## config.mk

```make
export PLATFORM = sky130hd
export DESIGN_NAME = oled_pwr_seq
export DESIGN_NICKNAME = d
export VERILOG_FILES = /design/src/rtl/oled_pwr_pkg.sv /design/src/rtl/oled_seq_timer.sv /design/src/rtl/oled_seq_cmd.sv /design/src/rtl/oled_seq_req.sv /design/src/rtl/oled_pwr_seq.sv
export SDC_FILE = /design/constraint.sdc
export NUM_CORES = 1
export LEC_CHECK = 0
export BUFFER_PORTS_ARGS = -buffer_cell sky130_fd_sc_hd__buf_2
export CAP_MARGIN = 20
export CORE_ASPECT_RATIO = 0.9
export CORE_MARGIN = 3
export CORE_UTILIZATION = 55
export CTS_BUF_LIST = sky130_fd_sc_hd__clkbuf_8 sky130_fd_sc_hd__clkbuf_16
export CTS_CLUSTER_DIAMETER = 200
export DETAILED_ROUTE_END_ITERATION = 10
export GPL_TIMING_DRIVEN = 0
export PLACE_DENSITY = 0.76
export RECOVER_POWER = 100
export SYNTH_ARGS = -nofsm -noshare
export SYNTH_HDL_FRONTEND = slang
export SYNTH_SLANG_ARGS = --single-unit
```

## constraint.sdc

```tcl
create_clock -name clk -period 2.8 [get_ports clk]
set_clock_uncertainty 0.2 [all_clocks]
set_input_delay 0.28 -clock clk [delete_from_list [all_inputs] [get_ports clk]]
set_output_delay 0.28 -clock clk [all_outputs]
set_load 0.01 [all_outputs]
```

## src/rtl/oled_pwr_pkg.sv

```systemverilog
package oled_pwr_pkg;

    typedef enum logic [3:0] {
        S_IDLE    = 4'd0,
        S_VDD     = 4'd1,
        S_RST     = 4'd2,
        S_VCC     = 4'd3,
        S_CMD_ON  = 4'd4,
        S_SET_ON  = 4'd5,
        S_READY   = 4'd6,
        S_CMD_OFF = 4'd7,
        S_SET_OFF = 4'd8
    } seq_state_t;

    localparam logic [7:0] BYTE_DISP_ON  = 8'hAF;
    localparam logic [7:0] BYTE_DISP_OFF = 8'hAE;

    // cycles = ceil(hz * amount / units_per_second), never below one
    function automatic longint unsigned to_cycles(longint unsigned hz,
                                                  longint unsigned amount,
                                                  longint unsigned units_per_s);
        longint unsigned c;
        c = (hz * amount + units_per_s - 1) / units_per_s;
        if (c == 0) c = 1;
        return c;
    endfunction

endpackage

```

## src/rtl/oled_seq_timer.sv

```systemverilog
module oled_seq_timer #(
    parameter int unsigned SHORT_CYC = 4,
    parameter int unsigned LONG_CYC  = 16,
    parameter int unsigned W         = 5
) (
    input  logic clk,
    input  logic rst_n,
    input  logic run,
    input  logic sel_long,
    output logic done
);
    typedef struct packed {
        logic [W-1:0] cnt;
    } tmr_t;

    tmr_t d, q;
    logic [W-1:0] limit;

    always_comb begin
        limit = sel_long ? W'(LONG_CYC - 1) : W'(SHORT_CYC - 1);
        done  = run && (q.cnt == limit);
        d     = q;
        if (!run || done) d.cnt = '0;
        else              d.cnt = q.cnt + 1'b1;
    end

    always_ff @(posedge clk or negedge rst_n) begin
        if (!rst_n) q <= '0;
        else        q <= d;
    end

    // the count never runs past the selected interval
    a_r2_count_bounded: assert property (@(posedge clk) disable iff (!rst_n)
        run |-> (q.cnt <= limit));

    // an idle timer restarts from zero
    a_r4_restart_zero: assert property (@(posedge clk) disable iff (!rst_n)
        !run |=> (q.cnt == '0));
endmodule

```

## src/rtl/oled_seq_cmd.sv

```systemverilog
module oled_seq_cmd
    import oled_pwr_pkg::*;
(
    input  logic       clk,
    input  logic       rst_n,
    input  logic       want_on,
    input  logic       want_off,
    input  logic       cmd_ack,
    output logic       cmd_valid,
    output logic [7:0] cmd_byte,
    output logic       sent
);
    always_comb begin
        cmd_valid = want_on || want_off;
        cmd_byte  = want_on ? BYTE_DISP_ON : (want_off ? BYTE_DISP_OFF : 8'h00);
        sent      = cmd_valid && cmd_ack;
    end

    // an unacknowledged byte is held
    a_r10_byte_held: assert property (@(posedge clk) disable iff (!rst_n)
        (cmd_valid && !cmd_ack) |=> (cmd_valid && $stable(cmd_byte)));

    // both command requests never overlap
    a_r3_single_request: assert property (@(posedge clk) disable iff (!rst_n)
        !(want_on && want_off));
endmodule

```

## src/rtl/oled_seq_req.sv

```systemverilog
module oled_seq_req (
    input  logic clk,
    input  logic rst_n,
    input  logic stop_req,
    input  logic powering_up,
    input  logic clear,
    output logic want_down
);
    typedef struct packed {
        logic pend;
    } req_t;

    req_t d, q;

    always_comb begin
        d = q;
        if (clear)                        d.pend = 1'b0;
        else if (stop_req && powering_up) d.pend = 1'b1;
        want_down = q.pend || stop_req;
    end

    always_ff @(posedge clk or negedge rst_n) begin
        if (!rst_n) q <= '0;
        else        q <= d;
    end

    // a pending shutdown survives until the off command step
    a_r7_pending_kept: assert property (@(posedge clk) disable iff (!rst_n)
        (q.pend && !clear) |=> q.pend);
endmodule

```

## src/rtl/oled_pwr_seq.sv

```systemverilog
module oled_pwr_seq
    import oled_pwr_pkg::*;
#(
    parameter longint unsigned CLK_HZ    = 50_000_000,
    parameter longint unsigned RESET_NS  = 3_000,
    parameter longint unsigned SETTLE_US = 100_000
) (
    input  logic       clk,
    input  logic       rst_n,
    input  logic       start_req,
    input  logic       stop_req,
    input  logic       vdd_ok,
    input  logic       vcc_ok,
    input  logic       cmd_ack,
    output logic       panel_rst_n,
    output logic       vdd_en,
    output logic       vcc_en,
    output logic       cmd_valid,
    output logic [7:0] cmd_byte,
    output logic       busy,
    output logic       ready
);
    localparam int unsigned RST_CYC = int'(to_cycles(CLK_HZ, RESET_NS, 64'd1_000_000_000));
    localparam int unsigned SET_CYC = int'(to_cycles(CLK_HZ, SETTLE_US, 64'd1_000_000));
    localparam int unsigned MAX_CYC = (RST_CYC > SET_CYC) ? RST_CYC : SET_CYC;
    localparam int unsigned TW      = $clog2(MAX_CYC + 1);

    typedef struct packed {
        seq_state_t state;
    } seq_t;

    seq_t d, q;

    logic t_run, t_long, t_done;
    logic want_on, want_off, sent;
    logic powering_up, clear_pend, want_down;

    always_comb begin
        t_run       = (q.state == S_RST) || (q.state == S_SET_ON) || (q.state == S_SET_OFF);
        t_long      = (q.state != S_RST);
        want_on     = (q.state == S_CMD_ON);
        want_off    = (q.state == S_CMD_OFF);
        clear_pend  = (q.state == S_CMD_OFF);
        powering_up = (q.state == S_VDD) || (q.state == S_RST) || (q.state == S_VCC)
                   || (q.state == S_CMD_ON) || (q.state == S_SET_ON);
    end

    oled_seq_timer #(.SHORT_CYC(RST_CYC), .LONG_CYC(SET_CYC), .W(TW)) u_timer (
        .clk(clk), .rst_n(rst_n), .run(t_run), .sel_long(t_long), .done(t_done)
    );

    oled_seq_cmd u_cmd (
        .clk(clk), .rst_n(rst_n), .want_on(want_on), .want_off(want_off),
        .cmd_ack(cmd_ack), .cmd_valid(cmd_valid), .cmd_byte(cmd_byte), .sent(sent)
    );

    oled_seq_req u_req (
        .clk(clk), .rst_n(rst_n), .stop_req(stop_req), .powering_up(powering_up),
        .clear(clear_pend), .want_down(want_down)
    );

    always_comb begin
        d = q;
        unique case (q.state)
            S_IDLE:    if (start_req) d.state = S_VDD;
            S_VDD:     if (vdd_ok)    d.state = S_RST;
            S_RST:     if (t_done)    d.state = S_VCC;
            S_VCC:     if (vcc_ok)    d.state = S_CMD_ON;
            S_CMD_ON:  if (sent)      d.state = S_SET_ON;
            S_SET_ON:  if (t_done)    d.state = want_down ? S_CMD_OFF : S_READY;
            S_READY:   if (want_down) d.state = S_CMD_OFF;
            S_CMD_OFF: if (sent)      d.state = S_SET_OFF;
            S_SET_OFF: if (t_done)    d.state = S_IDLE;
            default:                  d.state = S_IDLE;
        endcase
    end

    always_ff @(posedge clk or negedge rst_n) begin
        if (!rst_n) q <= '{state: S_IDLE};
        else        q <= d;
    end

    always_comb begin
        vdd_en      = (q.state != S_IDLE);
        panel_rst_n = 1'b0;
        vcc_en      = 1'b0;
        case (q.state)
            S_VCC, S_CMD_ON, S_SET_ON, S_READY, S_CMD_OFF: begin
                panel_rst_n = 1'b1;
                vcc_en      = 1'b1;
            end
            S_SET_OFF: panel_rst_n = 1'b1;
            default: ;
        endcase
        ready = (q.state == S_READY);
        busy  = (q.state != S_IDLE) && (q.state != S_READY);
    end

    // high-voltage enable only with the logic supply on
    a_r1_vcc_needs_vdd: assert property (@(posedge clk) disable iff (!rst_n)
        vcc_en |-> vdd_en);

    // reset was low just before the high-voltage enable rose
    a_r2_reset_before_vcc: assert property (@(posedge clk) disable iff (!rst_n)
        $rose(vcc_en) |-> $past(!panel_rst_n));

    // display-on only with a stable high-voltage supply
    a_r3_on_needs_vcc: assert property (@(posedge clk) disable iff (!rst_n)
        (cmd_valid && cmd_byte == BYTE_DISP_ON) |-> (vcc_en && vcc_ok));

    // ready follows the end of the power-up settle interval
    a_r4_ready_after_settle: assert property (@(posedge clk) disable iff (!rst_n)
        $rose(ready) |-> $past(q.state == S_SET_ON && t_done));

    // high voltage drops only after the display-off byte is taken
    a_r5_vcc_drop_after_off: assert property (@(posedge clk) disable iff (!rst_n)
        $fell(vcc_en) |-> $past(cmd_valid && cmd_ack && cmd_byte == BYTE_DISP_OFF));

    // logic supply drops only after the power-down settle interval
    a_r6_vdd_drop_after_settle: assert property (@(posedge clk) disable iff (!rst_n)
        $fell(vdd_en) |-> ($past(q.state == S_SET_OFF && t_done) && !vcc_en));

    // ready and busy are exclusive
    a_r9_busy_ready_excl: assert property (@(posedge clk) disable iff (!rst_n)
        !(busy && ready));
endmodule

```

---- Word-level counts from Yosys, hierarchy flattened ----
Index checks and enable logic that the tools add are counted.
W data, S select, Z words.
word-level totals
  register bits after elaboration ......... 28
  input bits .............................. 7
cells by class
  add/sub/neg operators ................... 1
  eq/ne operators ......................... 20
  mux-type cells .......................... 19
  reductions and logical operators ........ 20
operator list
  cell                     count
  $mux W23                 2
  $mux W4                  9
  $pmux W4 S9              1
  $add A23 B1 Y23 const B  1
  $eq A23 B23 Y1           1
  $eq A4 B3 Y1 const B     4
  $mux W8                  2
  $ne A2 B2 Y1 const B     8
  $logic_or A1 B1 Y1       9
  $reduce_and A9 Y1        1
  $eq A4 B2 Y1 const B     2
  $reduce_or A6 Y1         1
  $mux W1                  5
  $reduce_or A5 Y1         1
  $eq A4 B1 Y1 const B     1
  $eq A4 B4 Y1 const B     1
  $logic_and A1 B1 Y1      4
  $logic_not A4 Y1         1
  $ne A4 B2 Y1 const B     1
  $ne A4 B3 Y1 const B     1
  $reduce_bool A4 Y1       1
  $ne A2 B1 Y1 const B     1
  $reduce_bool A2 Y1       1
  $logic_not A1 Y1         1

---- Logic depth before layout (Yosys ltp) ----
Gate-level depths: netlist (run 1).
  depth in word-level cells ............... 8
  gate-level depth with buffers ........... 7

---- By module ----
From an unflattened synthesis (run 1), not the netlist that was laid out.
unflattened totals
  cells, all modules ...................... 195
  area total of the unflattened synthesis .. 1,840.5 um^2
by module, submodules not included
  module          instances  cells each  area an instance (um^2)
  oled_seq_timer  1          135         1,331.3
  oled_pwr_seq    1          45          391.6
  oled_seq_cmd    1          11          77.6
  oled_seq_req    1          4           40.0

---- Worst setup path after synthesis (run 1) ----
OpenSTA, ideal clock, no wires.
  kind .................................... register to register
  from .................................... reg u_timer.q[7] (netlist bit)
  to ...................................... reg q[0] (netlist bit)
  arrival time ............................ 1.826 ns
  required time ........................... 2.472 ns
  setup slack ............................. 0.646 ns
  cell stages (with the launch flop) ...... 7
  buffers on the path ..................... 1
  clock period less this slack ............ 2.154 ns
  cell sequence ........................... dfrtp_1 buf_6 nand3b_1 or4_1 a21o_1 a21oi_4 mux2_1
on the way
  longest elaborated chain between the ends .. 4
  elaborated cells between the ends (all ways) .. 6
  those cells by class .................... 4 x eq/ne; 2 x reduce/logical
ends and longest elaborated chain
  what                                  RTL line              source
  start: declaration                    oled_seq_timer.sv:16  tmr_t d, q;
  start signal: assignment              oled_seq_timer.sv:28  if (!rst_n) q <= '0;
  start signal: assignment              oled_seq_timer.sv:29  else q <= d;
  $eq A23 B23 Y1 *                      oled_seq_timer.sv:21  done = run && (q.cnt == limit);
  $logic_and A1 B1 Y1 *                 oled_seq_timer.sv:21
  $ne A2 B2 Y1 (no source line)         n/a
  $reduce_and A9 Y1 (no source line) *  n/a
  end signal: assignment                oled_pwr_seq.sv:79    if (!rst_n) q <= '{state: S_IDLE};
  end: declaration                      oled_pwr_seq.sv:32    seq_t d, q;
Mark *: on every way between the ends. The rest lies on a longest branch, timed or not.
A chain may end at the register's enable or synchronous reset.

---- Final worst setup path (run 1) ----
  from .................................... reg q[1] (netlist bit)
  to ...................................... reg q[0] (netlist bit)
on the way
  longest elaborated chain between the ends .. 6
  elaborated cells between the ends (all ways) .. 28
  those cells by class .................... 19 x eq/ne; 2 x mux; 7 x reduce/logical
ends and longest elaborated chain
  what                                                         RTL line                                  source
  $ne A4 B2 Y1, or another cell as far along                   oled_pwr_seq.sv:40                        t_long = (q.state != S_RST);
  $mux W23 / $logic_or A1 B1 Y1 (equally long branches)        oled_seq_timer.sv:20, oled_pwr_seq.sv:39
  $eq A23 B23 Y1 / $logic_or A1 B1 Y1 (equally long branches)  oled_seq_timer.sv:21, oled_pwr_seq.sv:39
  $logic_and A1 B1 Y1                                          oled_seq_timer.sv:21
  $ne A2 B2 Y1 (no source line)                                n/a
  $reduce_and A9 Y1 (no source line)                           n/a
Parallel ways exist; a longest one is shown, timed or not.

==> flow_summary.html, run 1 <==
<table>
<tr><th>Metric</th><th>Value</th></tr>
<tr><th colspan="2">Synth</th></tr>
<tr><td>Post-synthesis sequential area ratio</td><td>40.00%</td></tr>
<tr><td>Leading register cell type out of synthesis</td><td>dfrtp_1</td></tr>
<tr><td>Leading area contributor after synthesis</td><td>dfrtp_1</td></tr>
<tr><td>Number of synthesized flops with an enable pin</td><td>0</td></tr>
<tr><td>Synth Warn #</td><td>0</td></tr>
<tr><td>Syn Area/Cell</td><td>9.029 um^2</td></tr>
<tr><td>Top post-synthesis cells by area</td><td>dfrtp_1 (40%), nor2_1 (8.1%), xor2_1 (7.5%)</td></tr>
<tr><td>Post-synthesis instance total</td><td>194</td></tr>
<tr><td>Area fraction of the dominant cell type after synthesis</td><td>40.00%</td></tr>
<tr><td>Number of distinct library cells after synthesis</td><td>48</td></tr>
<tr><td>Async SR Flop Fraction</td><td>100.0%</td></tr>
<tr><td>Flip-flop and latch count after synthesis</td><td>28</td></tr>
<tr><td>Post-synthesis instance area</td><td>1752 um^2</td></tr>
<tr><th colspan="2">Drt</th></tr>
<tr><td>Post-Route WL</td><td>3736 um</td></tr>
<tr><td>Per-cell via count in the routed design</td><td>5.636</td></tr>
<tr><td>Detailed-route DRC error count</td><td>0</td></tr>
<tr><td>Number of detailed-routing iterations run before antenna repair</td><td>4</td></tr>
<tr><td>Number of design-rule violations left by the first detailed-router iteration</td><td>84</td></tr>
<tr><td>Routed WL per cell</td><td>14.48 um</td></tr>
<tr><td>Via count</td><td>1,454</td></tr>
<tr><td>Antenna-violating nets left</td><td>0</td></tr>
<tr><th colspan="2">STA</th></tr>
<tr><td>Setup slack after layout</td><td>0.3309 ns</td></tr>
<tr><td>Sum of negative setup slack</td><td>0 ns</td></tr>
<tr><td>Time the final worst path needs with I/O delays and setup</td><td>2.469 ns</td></tr>
<tr><td>RSZ-0062 raised after global routing</td><td>no</td></tr>
<tr><td>Final cycle utilization of the critical path</td><td>88.18%</td></tr>
<tr><td>Total count of hold-check failures in the final report</td><td>0</td></tr>
<tr><td>Maximum frequency from static timing analysis</td><td>405.0 MHz</td></tr>
<tr><td>Slew at the pin with the worst max-slew slack</td><td>1.486 ns</td></tr>
<tr><td>Worst Hold Margin</td><td>0.1937 ns</td></tr>
<tr><td>Slew Limit Fails</td><td>0</td></tr>
<tr><td>Final number of setup-violating endpoints</td><td>0</td></tr>
<tr><td>Headroom to the max-slew limit</td><td>0.9135%</td></tr>
<tr><th colspan="2">Placement</th></tr>
<tr><td>Number of port buffers</td><td>18</td></tr>
<tr><td>Worst slack at placement</td><td>0.4924 ns</td></tr>
<tr><td>Area after DPL</td><td>1896 um^2</td></tr>
<tr><td>Routability cong.</td><td>0.8246</td></tr>
<tr><td>Cell count after placement</td><td>253</td></tr>
<tr><td>HPWL Detailed</td><td>2852 um</td></tr>
<tr><th colspan="2">Finish</th></tr>
<tr><td>Non-Filler Instances</td><td>258</td></tr>
<tr><td>Layout-stage area growth over the synthesis result</td><td>11.29%</td></tr>
<tr><td>Post-layout util</td><td>67.62%</td></tr>
<tr><td>Layout Nets</td><td>227</td></tr>
<tr><td>Antenna Cells</td><td>0</td></tr>
<tr><td>Layout cell share with drive strength beyond 1</td><td>13.76%</td></tr>
<tr><td>Post-route standard cell area excluding fillers</td><td>1949 um^2</td></tr>
<tr><th colspan="2">CTS</th></tr>
<tr><td>TritonCTS clock tree</td><td>yes</td></tr>
<tr><td>Number of sinks driven by the clock tree</td><td>28</td></tr>
<tr><td>Clock latency reported for the late side of the worst-skew pair</td><td>0.27 ns</td></tr>
<tr><td>Worst-path clk slew</td><td>0.09 ns</td></tr>
<tr><td>CTS buffer count</td><td>3</td></tr>
<tr><td>Post-CTS sizing</td><td>0</td></tr>
<tr><td># H-tree levels</td><td>1</td></tr>
<tr><td>Root cell of the clock tree</td><td>clkbuf_8</td></tr>
<tr><td>Maximum buffer depth of the clock tree</td><td>2</td></tr>
<tr><th colspan="2">Setup path</th></tr>
<tr><td>Critical path class</td><td>flop to flop</td></tr>
<tr><td>Required arrival time at the worst endpoint</td><td>2.76 ns</td></tr>
<tr><td>Kind of start point of the critical path</td><td>flop</td></tr>
<tr><td>Crit-path leading delay family</td><td>simple AND/OR/NAND/NOR gates</td></tr>
<tr><td>Worst-case register-to-register setup slack</td><td>0.33 ns</td></tr>
<tr><td>Crit path capture type</td><td>flop</td></tr>
<tr><td>Arrival time of data at the critical path endpoint</td><td>2.43 ns</td></tr>
<tr><td>Cells traversed along the worst timing path</td><td>clkbuf_1 -&gt; xor2_2 -&gt; nor3_1 -&gt; or4_4 -&gt; a21oi_4 -&gt; mux2_1</td></tr>
<tr><td>CP max stage cell</td><td>or4_4</td></tr>
<tr><td>Count of buffer and inverter cells on the critical path</td><td>1</td></tr>
<tr><td>Highest fanout seen on the critical path</td><td>10</td></tr>
<tr><td>Worst stage delay on the critical path</td><td>0.58 ns</td></tr>
<tr><th colspan="2">Die</th></tr>
<tr><td>Row Count</td><td>18</td></tr>
<tr><td>Total die area</td><td>3899 um^2</td></tr>
<tr><td>I/O Pins</td><td>21</td></tr>
<tr><td>DIE WIDTH</td><td>65.49 um</td></tr>
<tr><td>Die Height</td><td>59.54 um</td></tr>
<tr><td>Area of the core region</td><td>2883 um^2</td></tr>
<tr><td>Initial core utilization</td><td>60.76%</td></tr>
<tr><th colspan="2">Global routing</th></tr>
<tr><td>Antenna violations before repair</td><td>0</td></tr>
<tr><td>Wire length of the first global-routing pass</td><td>6348 um</td></tr>
<tr><td>Maximum number of pins on one net before global-route repair</td><td>29</td></tr>
<tr><td>GRT overflow</td><td>0</td></tr>
<tr><td>Overall track demand over capacity in global routing</td><td>20.59%</td></tr>
<tr><td>Vias in the first global route</td><td>1,363</td></tr>
<tr><th colspan="2">Power and ir drop</th></tr>
<tr><td>Largest vdd supply drop</td><td>0.5570 mV</td></tr>
<tr><td>Share of total power in sequential cells</td><td>30.0%</td></tr>
<tr><td>Clk pwr share</td><td>19.7%</td></tr>
<tr><td>Switching power share of the total</td><td>40.10%</td></tr>
<tr><td>Cell-internal power</td><td>0.9571 mW</td></tr>
<tr><td>Power density normalized to cell area</td><td>819.6 nW/um^2</td></tr>
<tr><td>Static Leakage</td><td>0.7864 nW</td></tr>
<tr><td>Total Power</td><td>1.598 mW</td></tr>
<tr><td>Switching power</td><td>0.6406 mW</td></tr>
<tr><td>Fraction of power consumed by combinational cells</td><td>50.3%</td></tr>
<tr><th colspan="2">Hold path</th></tr>
<tr><td>Class of the tightest hold or removal check</td><td>input pin to flop</td></tr>
<tr><th colspan="2">Run</th></tr>
<tr><td>Max-Cap Viols</td><td>0</td></tr>
<tr><th colspan="2">Status</th></tr>
<tr><td>Status</td><td>finished clean</td></tr>
</table>
[layout by cell type (no fill, tap or decap), types with 3 or more instances in the layout]
cell type / count
a21oi_1: 4
nor4_1: 4
clkbuf_1: 18
buf_2: 8
nand4_1: 12
nand3_1: 8
nand2b_1: 5
dfrtp_1: 28
nor3_1: 4
buf_4: 9
nand2_1: 11
xor2_1: 15
xnor2_1: 7
clkbuf_8: 3
nor2_1: 38
[area by class of cell]
type	count	area, um^2
Clock buffer	3	41.29
Fill cell	259	933.4
Clock inverter	1	30.03
Buffer	18	111.4
Multi-Input combinational cell	149	930.9
Timing Repair Buffer	19	85.08
Sequential cell	28	700.7
Tap cell	40	50.05
[cells in the mapped netlist, types with 3 or more instances]
cell type and count:
a21oi_1 4, buf_2 4, buf_4 10, clkbuf_1 3, dfrtp_1 28, nand2_1 11
nand2b_1 5, nand3_1 8, nand4_1 12, nor2_1 38, nor3_1 4, nor4_1 3
xnor2_1 7, xor2_1 15
[kinds of logic (layout without fill, tap and decap cells)]
kind of cell	after synthesis	count (layout)	synth area share (%)
simple gates	103	103	31.50
xor+xnor	23	23	11.93
buf+inv	18	41	6.714
fa+ha+maj	1	1	0.7142
other cells	1	2	0.2141
compound gates	18	18	7.644
flops	28	28	40.00
mux	2	2	1.286
[tightest hold or removal path: cells and delay by family]
family	cells	cell delay, ns
AO/OA/AOI/OAI	1	0.04
AND/OR/NAND/NOR	2	0.21
buffers and inverters	1	0.11
[per-layer routing]
| layer | global-route usage [%] | up-vias | wire, um |
|---|---|---|---|
| met4 | 2.663 | 0 | 14 |
| met1 | 28.13 | 709 | 1738 |
| li1 | - | 715 | - |
| met3 | 3.416 | 2 | 141 |
| met5 | 0 | - | 0 |
| met2 | 35.50 | 28 | 1841 |
[flip-flops by register name, indices dropped and copies added (netlist names)]
register and flops:
u_timer.q 23, q 4, u_req.q 1
[worst paths after layout]
path / start / endpoint / cells after the start
min in group asynchronous: rst_n / u_timer.q[7] / 2
max in group asynchronous: rst_n / u_timer.q[0] / 2
max reg2reg: q[1] / q[0] / 6
min: stop_req / u_req.q / 4
max: q[1] / q[0] / 6
min reg2reg: u_timer.q[0] / u_timer.q[0] / 1
[power by group through the flow]
| stage | sequential, mW | clock [mW] | combinational [mW] |
|---|---|---|---|
| 4_1_cts | 0.478 | 0.322 | 0.838 |
| 3_5_place_dp | 0.486 | 0 | 0.834 |
| 5_1_grt | 0.484 | 0.336 | 0.886 |
| 6_report | 0.480 | 0.315 | 0.803 |
| 2_1_floorplan | 0.477 | 0 | 0.613 |
| 3_3_place_gp | 0.484 | 0 | 0.799 |
[repair_timing]
action | in CTS | in global routing
hold buffers | 1 | 0
endpoints found under the hold margin | 28 | 0
buffers inserted | 0 | 0
setup endpoints to repair | 0 | 0
Note: power is estimated with default switching activity, not from simulation.
==> run 2, diff against run 1 <==
RECOVER_POWER = 25   (was 100)
==> run 2 against run 1 <==
Wire length up 0.43%. Setup slack gained 0.16 ns. Sequential share of layout area is 0.48 points lower. Flip-flop and latch count stayed put. Largest power group unchanged.
==> flow_summary.html, run 2 (synthesized netlist as in run 1, its figures left out) <==
<table>
<tr><th>Metric</th><th>Value</th></tr>
<tr><th colspan="2">Hold path</th></tr>
<tr><td>Class of the tightest hold or removal check</td><td>input pin to flop</td></tr>
<tr><th colspan="2">CTS</th></tr>
<tr><td>Root cell of the clock tree</td><td>clkbuf_8</td></tr>
<tr><td>TritonCTS clock tree</td><td>yes</td></tr>
<tr><td>Post-CTS sizing</td><td>0</td></tr>
<tr><td>CTS buffer count</td><td>3</td></tr>
<tr><td>Clock latency reported for the late side of the worst-skew pair</td><td>0.27 ns</td></tr>
<tr><td>Maximum buffer depth of the clock tree</td><td>2</td></tr>
<tr><td># H-tree levels</td><td>1</td></tr>
<tr><td>Worst-path clk slew</td><td>0.09 ns</td></tr>
<tr><td>Number of sinks driven by the clock tree</td><td>28</td></tr>
<tr><th colspan="2">Power and ir drop</th></tr>
<tr><td>Fraction of power consumed by combinational cells</td><td>51.3%</td></tr>
<tr><td>Cell-internal power</td><td>0.9921 mW</td></tr>
<tr><td>Clk pwr share</td><td>19.3%</td></tr>
<tr><td>Share of total power in sequential cells</td><td>29.3%</td></tr>
<tr><td>Switching power</td><td>0.6400 mW</td></tr>
<tr><td>Largest vdd supply drop</td><td>0.5605 mV</td></tr>
<tr><td>Switching power share of the total</td><td>39.21%</td></tr>
<tr><td>Static Leakage</td><td>0.8315 nW</td></tr>
<tr><td>Power density normalized to cell area</td><td>826.1 nW/um^2</td></tr>
<tr><th colspan="2">Setup path</th></tr>
<tr><td>Arrival time of data at the critical path endpoint</td><td>2.28 ns</td></tr>
<tr><td>Critical path class</td><td>flop to flop</td></tr>
<tr><td>Cells traversed along the worst timing path</td><td>clkbuf_1 -&gt; nand4_1 -&gt; or4_1 -&gt; a21o_1 -&gt; a21oi_4 -&gt; mux2_1</td></tr>
<tr><td>Worst stage delay on the critical path</td><td>0.41 ns</td></tr>
<tr><td>Kind of start point of the critical path</td><td>flop</td></tr>
<tr><td>Highest fanout seen on the critical path</td><td>9</td></tr>
<tr><td>Crit path capture type</td><td>flop</td></tr>
<tr><td>CP max stage cell</td><td>or4_1</td></tr>
<tr><td>Required arrival time at the worst endpoint</td><td>2.76 ns</td></tr>
<tr><th colspan="2">Die</th></tr>
<tr><td>Row Count</td><td>18</td></tr>
<tr><td>DIE WIDTH</td><td>65.49 um</td></tr>
<tr><td>Total die area</td><td>3899 um^2</td></tr>
<tr><td>Area of the core region</td><td>2883 um^2</td></tr>
<tr><td>Die Height</td><td>59.54 um</td></tr>
<tr><td>Initial core utilization</td><td>60.76%</td></tr>
<tr><td>I/O Pins</td><td>21</td></tr>
<tr><th colspan="2">Drt</th></tr>
<tr><td>Detailed-route DRC error count</td><td>0</td></tr>
<tr><td>Post-Route WL</td><td>3752 um</td></tr>
<tr><td>Number of design-rule violations left by the first detailed-router iteration</td><td>80</td></tr>
<tr><td>Routed WL per cell</td><td>14.54 um</td></tr>
<tr><td>Per-cell via count in the routed design</td><td>5.647</td></tr>
<tr><td>Antenna-violating nets left</td><td>0</td></tr>
<tr><td>Number of detailed-routing iterations run before antenna repair</td><td>4</td></tr>
<tr><td>Via count</td><td>1,457</td></tr>
<tr><th colspan="2">Placement</th></tr>
<tr><td>Worst slack at placement</td><td>0.4924 ns</td></tr>
<tr><td>Routability cong.</td><td>0.8246</td></tr>
<tr><td>HPWL Detailed</td><td>2852 um</td></tr>
<tr><td>Number of port buffers</td><td>18</td></tr>
<tr><th colspan="2">STA</th></tr>
<tr><td>Maximum frequency from static timing analysis</td><td>432.4 MHz</td></tr>
<tr><td>Setup slack after layout</td><td>0.4874 ns</td></tr>
<tr><td>Slew at the pin with the worst max-slew slack</td><td>1.470 ns</td></tr>
<tr><td>Headroom to the max-slew limit</td><td>1.969%</td></tr>
<tr><td>Slew Limit Fails</td><td>0</td></tr>
<tr><td>Time the final worst path needs with I/O delays and setup</td><td>2.313 ns</td></tr>
<tr><td>Worst Hold Margin</td><td>0.1916 ns</td></tr>
<tr><td>Total count of hold-check failures in the final report</td><td>0</td></tr>
<tr><td>Final cycle utilization of the critical path</td><td>82.59%</td></tr>
<tr><td>Final number of setup-violating endpoints</td><td>0</td></tr>
<tr><td>RSZ-0062 raised after global routing</td><td>no</td></tr>
<tr><td>Sum of negative setup slack</td><td>0 ns</td></tr>
<tr><th colspan="2">Finish</th></tr>
<tr><td>Layout-stage area growth over the synthesis result</td><td>12.79%</td></tr>
<tr><td>Layout Nets</td><td>227</td></tr>
<tr><td>Commonest cells after routing, fill and taps aside</td><td>nor2_1 (38), dfrtp_1 (28), buf_2 (21)</td></tr>
<tr><td>Biggest registers after layout</td><td>u_timer.q: 23 flops, q: 4 flops, u_req.q: 1 flops</td></tr>
<tr><td>Layout cell share with drive strength beyond 1</td><td>20.64%</td></tr>
<tr><td>Most frequent standard cell in the layout excluding fill and tap cells</td><td>nor2_1</td></tr>
<tr><td>Post-layout util</td><td>68.53%</td></tr>
<tr><td>Antenna Cells</td><td>0</td></tr>
<tr><td>Biggest register</td><td>u_timer.q</td></tr>
<tr><td>Largest register FFs</td><td>23</td></tr>
<tr><th colspan="2">Status</th></tr>
<tr><td>Status</td><td>finished clean</td></tr>
<tr><th colspan="2">Run</th></tr>
<tr><td>Max-Cap Viols</td><td>0</td></tr>
<tr><th colspan="2">Global routing</th></tr>
<tr><td>GRT overflow</td><td>0</td></tr>
<tr><td>Maximum number of pins on one net before global-route repair</td><td>29</td></tr>
<tr><td>Wire length of the first global-routing pass</td><td>6348 um</td></tr>
<tr><td>Antenna violations before repair</td><td>0</td></tr>
<tr><td>Vias in the first global route</td><td>1,363</td></tr>
<tr><td>Overall track demand over capacity in global routing</td><td>20.59%</td></tr>
</table>
==> run 2: changes by cell type in the layout (fill, tap and decap cells not counted), sizes merged <==
| cell | before | now |
|---|---|---|
| buf | 18 | 32 |
| clkbuf | 21 | 7 |
==> run 2: cell type report <==
type	instances	area, um^2
flip-flops and latches	28	700.7
clock inverters	1	30.03
fillers	248	907.1
well taps	40	50.05
clock buffers	3	41.29
plain buffers	18	117.6
repair buffers	19	98.84
multi-input cells	149	937.1
==> run 2: layer usage <==
metal  up-vias  wire [um]  part of all wire [%]  global-route usage [%]
met1       702       1687                    45                   28.13
met4         0         11                  0.29                   2.663
met5         -          0                     0                       0
met3         2        194                   5.2                   3.416
met2        40       1859                    50                   35.50
li1        713          -                     -                       -
==> run 2: worst max-delay path, delay by kind of cell, from the launching register on <==
kind | cells | cell delay, ns
multiplexers | 1 | 0.34
AO/OA/AOI/OAI | 2 | 0.44
flip-flops | 1 | 0.34
AND/OR/NAND/NOR | 2 | 0.53
buffers and inverters | 1 | 0.34
==> run 2: power groups by stage <==
stage / clock network, mW / registers [mW] / logic [mW]
after detailed placement: 0 / 0.486 / 0.834
after global placement: 0 / 0.484 / 0.799
after floorplan: 0 / 0.477 / 0.613
after CTS: 0.322 / 0.478 / 0.838
after global routing: 0.336 / 0.484 / 0.919
final: 0.316 / 0.479 / 0.838
==> run 2: what timing repair did <==
action	4_1_cts	5_1_grt
setup endpoints to repair	0	0
endpoints found under the hold margin	28	0
hold buffers	1	0
setup buffers	0	0
==> run 2: path summary, 6_finish.rpt <==
check                                    from      endpoint  slack (ns)  cells past startpoint
worst max-delay path            u_timer.q[14]          q[0]        0.49                      6
worst min-delay path                 stop_req       u_req.q        0.19                      4
worst max register to register  u_timer.q[14]          q[0]        0.49                      6
worst min register to register   u_timer.q[0]  u_timer.q[0]        0.29                      1
max in group asynchronous               rst_n  u_timer.q[0]        0.87                      2
min in group asynchronous               rst_n  u_timer.q[7]        0.68                      2
==> run 2: stage by stage <==
| step | power (mW) | cell area, um^2 | instances |
|---|---|---|---|
| finish | 1.632 | 1976 | 258 |
| detailed placement | 1.321 | 1896 | 253 |
| floorplan | 1.090 | 1755 | 195 |
| CTS | 1.638 | 1977 | 258 |
| global route | 1.740 | 1976 | 258 |
| global placement | 1.283 | 1896 | 253 |
